==> src/rtl/seg_pkg.sv <==
package seg_pkg;
  localparam int unsigned ADDR_W  = 32;
  localparam int unsigned SEL_W   = 16;
  localparam int unsigned SHIFT   = 4;
  localparam int unsigned NARROW_W = 16;
  localparam int unsigned LEN_W   = 2;

  typedef struct packed {
    logic [ADDR_W-1:0] base;
    logic [ADDR_W-1:0] limit;
    logic              rd;
    logic              wr;
    logic              ex;
    logic              asz32;
    logic              osz32;
  } seg_desc_t;

  typedef enum logic [1:0] {
    ACC_READ  = 2'd0,
    ACC_WRITE = 2'd1,
    ACC_EXEC  = 2'd2,
    ACC_READ2 = 2'd3
  } acc_kind_e;

  localparam seg_desc_t SEG_RESET = '{
    base:  '0,
    limit: ADDR_W'(32'h0000_FFFF),
    rd:    1'b1,
    wr:    1'b1,
    ex:    1'b1,
    asz32: 1'b0,
    osz32: 1'b0
  };
endpackage

==> src/rtl/seg_rst_sync.sv <==
module seg_rst_sync #(
  parameter int unsigned STAGES = 2
) (
  input  logic clk,
  input  logic rst_n,
  output logic rst_sync_n
);
  logic [STAGES-1:0] chain_q;

  always_ff @(posedge clk or negedge rst_n) begin
    if (!rst_n) chain_q <= '0;
    else        chain_q <= {chain_q[STAGES-2:0], 1'b1};
  end

  assign rst_sync_n = chain_q[STAGES-1];
endmodule

==> src/rtl/seg_sel_reg.sv <==
module seg_sel_reg #(
  parameter int unsigned SEL_W = 16
) (
  input  logic             clk,
  input  logic             rst_n,
  input  logic             ld_en,
  input  logic [SEL_W-1:0] ld_sel,
  output logic [SEL_W-1:0] sel_q
);
  logic [SEL_W-1:0] sel_d;

  always_comb begin
    sel_d = sel_q;
    if (ld_en) sel_d = ld_sel;
  end

  always_ff @(posedge clk or negedge rst_n) begin
    if (!rst_n)     sel_q <= '0;
    else if (ld_en) sel_q <= sel_d;
  end
endmodule

==> src/rtl/seg_cache_reg.sv <==
module seg_cache_reg
  import seg_pkg::*;
#(
  parameter int unsigned SEL_W = seg_pkg::SEL_W,
  parameter int unsigned SHIFT = seg_pkg::SHIFT
) (
  input  logic             clk,
  input  logic             rst_n,
  input  logic             prot_mode,
  input  logic             ld_en,
  input  logic [SEL_W-1:0] ld_sel,
  input  seg_desc_t        ld_desc,
  output seg_desc_t        cache_q
);
  localparam int unsigned PAD = ADDR_W - SEL_W - SHIFT;

  seg_desc_t        cache_d;
  logic [ADDR_W-1:0] real_base;

  // Real-mode base: selector scaled by 2^SHIFT, zero-extended.
  assign real_base = {{PAD{1'b0}}, ld_sel, {SHIFT{1'b0}}};

  always_comb begin
    cache_d = cache_q;
    if (ld_en) begin
      if (prot_mode) cache_d = ld_desc;
      else           cache_d.base = real_base;
    end
  end

  always_ff @(posedge clk or negedge rst_n) begin
    if (!rst_n)     cache_q <= SEG_RESET;
    else if (ld_en) cache_q <= cache_d;
  end
endmodule

==> src/rtl/seg_agu.sv <==
module seg_agu
  import seg_pkg::*;
#(
  parameter int unsigned NARROW = seg_pkg::NARROW_W
) (
  input  seg_desc_t         cache_q,
  input  logic [ADDR_W-1:0] acc_off,
  input  logic [LEN_W-1:0]  acc_len,
  input  logic [1:0]        acc_type,
  output logic [ADDR_W-1:0] lin_addr,
  output logic              lim_fault,
  output logic              perm_fault
);
  logic [ADDR_W-1:0] off_eff;
  logic [ADDR_W:0]   last_byte;
  acc_kind_e         kind;

  generate
    if (NARROW < ADDR_W) begin : g_mask
      always_comb begin
        off_eff = acc_off;
        if (!cache_q.asz32) off_eff = {{(ADDR_W-NARROW){1'b0}}, acc_off[NARROW-1:0]};
      end
    end else begin : g_pass
      assign off_eff = acc_off;
    end
  endgenerate

  assign lin_addr  = cache_q.base + off_eff;
  assign last_byte = {1'b0, off_eff} + {{(ADDR_W+1-LEN_W){1'b0}}, acc_len};
  assign lim_fault = last_byte > {1'b0, cache_q.limit};

  assign kind = acc_kind_e'(acc_type);

  always_comb begin
    unique case (kind)
      ACC_WRITE: perm_fault = !cache_q.wr;
      ACC_EXEC:  perm_fault = !cache_q.ex;
      default:   perm_fault = !cache_q.rd;
    endcase
  end
endmodule

==> src/rtl/seg_unit.sv <==
module seg_unit
  import seg_pkg::*;
(
  input  logic              clk,
  input  logic              rst_n,
  input  logic              prot_mode,
  input  logic              ld_en,
  input  logic [15:0]       ld_sel,
  input  logic [31:0]       ld_base,
  input  logic [31:0]       ld_limit,
  input  logic              ld_rd,
  input  logic              ld_wr,
  input  logic              ld_ex,
  input  logic              ld_asz32,
  input  logic              ld_osz32,
  input  logic [31:0]       acc_off,
  input  logic [1:0]        acc_len,
  input  logic [1:0]        acc_type,
  output logic [15:0]       sel_q,
  output logic [31:0]       lin_addr,
  output logic              lim_fault,
  output logic              perm_fault,
  output logic              cur_asz32,
  output logic              cur_osz32
);
  logic      rst_sync_n;
  seg_desc_t ld_desc;
  seg_desc_t cache_q;

  assign ld_desc = '{base: ld_base, limit: ld_limit, rd: ld_rd, wr: ld_wr,
                     ex: ld_ex, asz32: ld_asz32, osz32: ld_osz32};

  seg_rst_sync #(.STAGES(2)) u_rst (
    .clk(clk), .rst_n(rst_n), .rst_sync_n(rst_sync_n)
  );

  seg_sel_reg #(.SEL_W(SEL_W)) u_sel (
    .clk(clk), .rst_n(rst_sync_n), .ld_en(ld_en), .ld_sel(ld_sel), .sel_q(sel_q)
  );

  seg_cache_reg #(.SEL_W(SEL_W), .SHIFT(SHIFT)) u_cache (
    .clk(clk), .rst_n(rst_sync_n), .prot_mode(prot_mode), .ld_en(ld_en),
    .ld_sel(ld_sel), .ld_desc(ld_desc), .cache_q(cache_q)
  );

  seg_agu #(.NARROW(NARROW_W)) u_agu (
    .cache_q(cache_q), .acc_off(acc_off), .acc_len(acc_len), .acc_type(acc_type),
    .lin_addr(lin_addr), .lim_fault(lim_fault), .perm_fault(perm_fault)
  );

  assign cur_asz32 = cache_q.asz32;
  assign cur_osz32 = cache_q.osz32;
endmodule

==> config.mk <==
export PLATFORM = sky130hd
export DESIGN_NAME = seg_unit
export DESIGN_NICKNAME = d
export VERILOG_FILES = /design/src/rtl/seg_pkg.sv /design/src/rtl/seg_rst_sync.sv /design/src/rtl/seg_sel_reg.sv /design/src/rtl/seg_cache_reg.sv /design/src/rtl/seg_agu.sv /design/src/rtl/seg_unit.sv
export SDC_FILE = /design/constraint.sdc
export NUM_CORES = 1
export LEC_CHECK = 0
export BUFFER_PORTS_ARGS = -buffer_cell sky130_fd_sc_hd__buf_2
export CAP_MARGIN = 20
export CORE_ASPECT_RATIO = 0.9
export CORE_MARGIN = 2
export CORE_UTILIZATION = 55
export CTS_BUF_LIST = sky130_fd_sc_hd__clkbuf_4 sky130_fd_sc_hd__clkbuf_8
export DETAILED_ROUTE_END_ITERATION = 7
export GPL_ROUTABILITY_DRIVEN = 0
export PLACE_DENSITY = 0.83
export SYNTH_ARGS = -nofsm -noshare
export SYNTH_HDL_FRONTEND = slang
export SYNTH_SLANG_ARGS = --single-unit
==> constraint.sdc <==
create_clock -name clk -period 17.11 [get_ports clk]
set_input_delay 5.133 -clock clk [delete_from_list [all_inputs] [get_ports clk]]
set_output_delay 5.133 -clock clk [all_outputs]
set_load 0.01 [all_outputs]
==> impl_metrics.env <==
export IMPL_worst_slew_margin_relative_to_its_limit_pct=48.7
export IMPL_worst_setup_path_start_kind="input port"
export IMPL_hp_class="flop to asynchronous set/reset pin"
export IMPL_wl_mm=16.7
export IMPL_power_density_nw_per_um2=81.7
export IMPL_grt_first_pass_wirelength_mm=26.6
export IMPL_unrepaired_setup_endpoints_after_global_routing="no"
export IMPL_ys_warnings_count=0
export IMPL_ctsResizeCount=0
export IMPL_ys_ff_latch=87
export IMPL_ant_nets=0
export IMPL_post_synth_arst_share_pct=100
export IMPL_post_drt_wl_per_cell_um=15.7
export IMPL_maxCapViolCount=0
export IMPL_fin_setup_tns_ns=0
export IMPL_core_area_um2=12100
export IMPL_yosys_top_cells_count="inv_1, dfrtp_1, ha_1"
export IMPL_post_synth_inst_count=740
export IMPL_cts_inserted_buffers=9
export IMPL_yosysMostFrequentCell="inv_1"
export IMPL_num_rows=38
export IMPL_cts_hold_buffers=0
export IMPL_finalCritPeriodShare_pct=78.0
export IMPL_setup_violations=0
export IMPL_drive_above_1_share_pct=32.1
export IMPL_floorplan_die_height_um=110
export IMPL_worst_slew_pin_transition_ns=0.769
export IMPL_detail_route_first_pass_iterations=4
export IMPL_via_count_of_the_first_global_routing_pass=5640
export IMPL_cts_tree="yes"
export IMPL_drtIter0Drc=360
export IMPL_critical_path_peak_fanout=4
export IMPL_fp_dieArea_um2=13400
export IMPL_outcome="finished clean"
export IMPL_fin_util_pct=66.5
export IMPL_global_route_overflow_total=0
export IMPL_antenna_found_initial=0
export IMPL_fmax_ghz=0.0749
export IMPL_cts_path_max_buffers=2
export IMPL_startpoint="acc_off[0]"
export IMPL_slew_violations=0
export IMPL_final_hold_violation_count=0
export IMPL_maximum_number_of_pins_on_one_net_before_global_route_repair=82
export IMPL_clock_latency_ns=0.38
export IMPL_drc=0
export IMPL_cp_arrival_ns=8.22
export IMPL_routed_via_count=5859
export IMPL_critical_path_capture_point_type="output port"
export IMPL_critical_path_n_buffers_inverters=2
export IMPL_mappedNetlistArea_um2=6840
export IMPL_cell_family_with_most_cp_delay="simple AND/OR/NAND/NOR gates"
export IMPL_yosysSeqAreaShare_pct=32.2
export IMPL_final_net_count=1093
export IMPL_setup_worst_path_class="input port to output port"
export IMPL_yosys_area_top_type="dfrtp_1"
export IMPL_critical_path_cell_chain="buf_2, ha_1, fa_1, nand3_2, nor4_4, nand4_4, or3_1, a21boi_1, ha_1, a21o_1, a21o_1, a21oi_1, o21ai_0, a21oi_1, a21o_1, nand3_1, buf_2"
export IMPL_clock_root_buffer="clkbuf_8"
export IMPL_die_x_um=122
export IMPL_avgViaCountPerCell=5.51
export IMPL_post_synth_main_area_contributors="dfrtp_1, ha_1, mux2_2"
export IMPL_leakage_nw=4.09
export IMPL_timing_rr_start="u_rst.chain_q[1]$_DFF_PN0_"
export IMPL_path_clk_slew_ns=0.10
export IMPL_peak_ir_drop_on_the_vdd_network_mv=0.0614
export IMPL_post_cts_setup_buffer_count=0
export IMPL_synth_lib_cells_used_distinct=66
export IMPL_fin_worst_skew_ns=0.0109
export IMPL_cts_htree_levels=3
export IMPL_crit_path_frequent_cell="a21o_1"
export IMPL_critPathSlowestCell="nor4_4"
export IMPL_boundaryPins=177
export IMPL_period_minus_slack_ns=13.35
export IMPL_post_synth_cell_area_avg_um2=9.25
export IMPL_yosysTopAreaCellShare_pct=24.9
export IMPL_grt_usage_pct=25.5
export IMPL_synth_net_count=934
export IMPL_antenna_cells=0
export IMPL_critical_path_required_ns=11.98
export IMPL_postSynth_topFlopCell="dfrtp_1"
export IMPL_place_port_buffers=176
export IMPL_max_stage_delay_ns=0.38
export IMPL_area_growth_synth_to_final_pct=17.3
export IMPL_hpwl_mm=13.5
export IMPL_synth_edff_count=0
export IMPL_cts_sink_count=87
export IMPL_floorplan_initialDensity_pct=56.7
-- where the power goes --
| part | internal (mW) | switching [mW] |
|---|---|---|
| combinational | 0.114 | 0.140 |
| sequential | 0.234 | 0.0184 |
| clock | 0.0690 | 0.0805 |
-- per-stage QoR --
| stage | hold WS, ns | cells | power, mW | instance area (µm²) | setup WS [ns] |
|---|---|---|---|---|---|
| floorplan | 0.331 | 740 | 0.422 | 6840 | 4.27 |
| detailed placement | 0.326 | 1048 | 0.509 | 7830 | 3.75 |
| global placement | 0.325 | 1048 | 0.502 | 7830 | 3.86 |
| finish | 0.308 | 1064 | 0.656 | 8030 | 3.76 |
| CTS | 0.337 | 1064 | 0.660 | 8030 | 3.76 |
| global route | 0.377 | 1064 | 0.700 | 8030 | 3.53 |
-- layout by cell type (no fill, tap or decap), drive strengths merged, types with 9 or more instances in the layout --
cell type	Yosys	layout
dfstp	19	19
buf	8	179
nand3	34	34
nand2	42	42
xor2	21	21
nor2	42	42
ha	67	67
mux2i	16	16
a21oi	56	56
o21ai	34	34
and2	14	14
mux2	53	53
nand4	22	22
clkbuf	23	9
dfrtp	68	68
xnor2	38	38
inv	71	74
a21o	32	32
-- state kept, by name, indices dropped and copies added, names as in the netlist --
signal,flops
u_cache.cache_q,69
u_rst.chain_q,2
u_sel.sel_q,16
-- path summary, 6_finish.rpt --
path | endpoint | slack [ns] | cells past startpoint
max | lim_fault | 3.76 | 17
min reg2reg | u_cache.cache_q[40]$_DFFE_PN0P_ | 0.31 | 0
min in group clk | u_rst.chain_q[1]$_DFF_PN0_ | 0.36 | 0
max reg2reg | u_cache.cache_q[68]$_DFFE_PN0P_ | 15.83 | 1
min | u_cache.cache_q[40]$_DFFE_PN0P_ | 0.31 | 0
max in group asynchronous | u_rst.chain_q[1]$_DFF_PN0_ | 12.50 | 1
-- area by class of cell --
class,instances,area (µm²)
fillers,1029,4050
clock inverters,7,77.6
well taps,160,200
inverters,71,274
flip-flops and latches,87,2200
clock buffers,9,124
multi-input cells,551,4250
repair buffers,179,903
-- kinds of logic after synthesis --
kind of cell,count (synthesis),share of synthesized area [%]
and+or+nand+nor,183,14.3
buffers and inverters,102,5.80
xor gates and xnor gates,59,7.77
muxes,69,11.1
other,1,0.0548
AOI/OAI and AO/OA,170,16.0
DFF,87,32.2
adders and majority gates,69,12.8
-- per-layer routing --
layer	global-route usage [%]	part of all wire, %	vias to the layer above
met5	0	0	-
met4	8.87	2.3	0
met3	5.39	6.7	23
met2	40.8	46	172
met1	34.6	46	2729
li1	-	-	2935
Note: power is estimated with default switching activity, not from simulation.
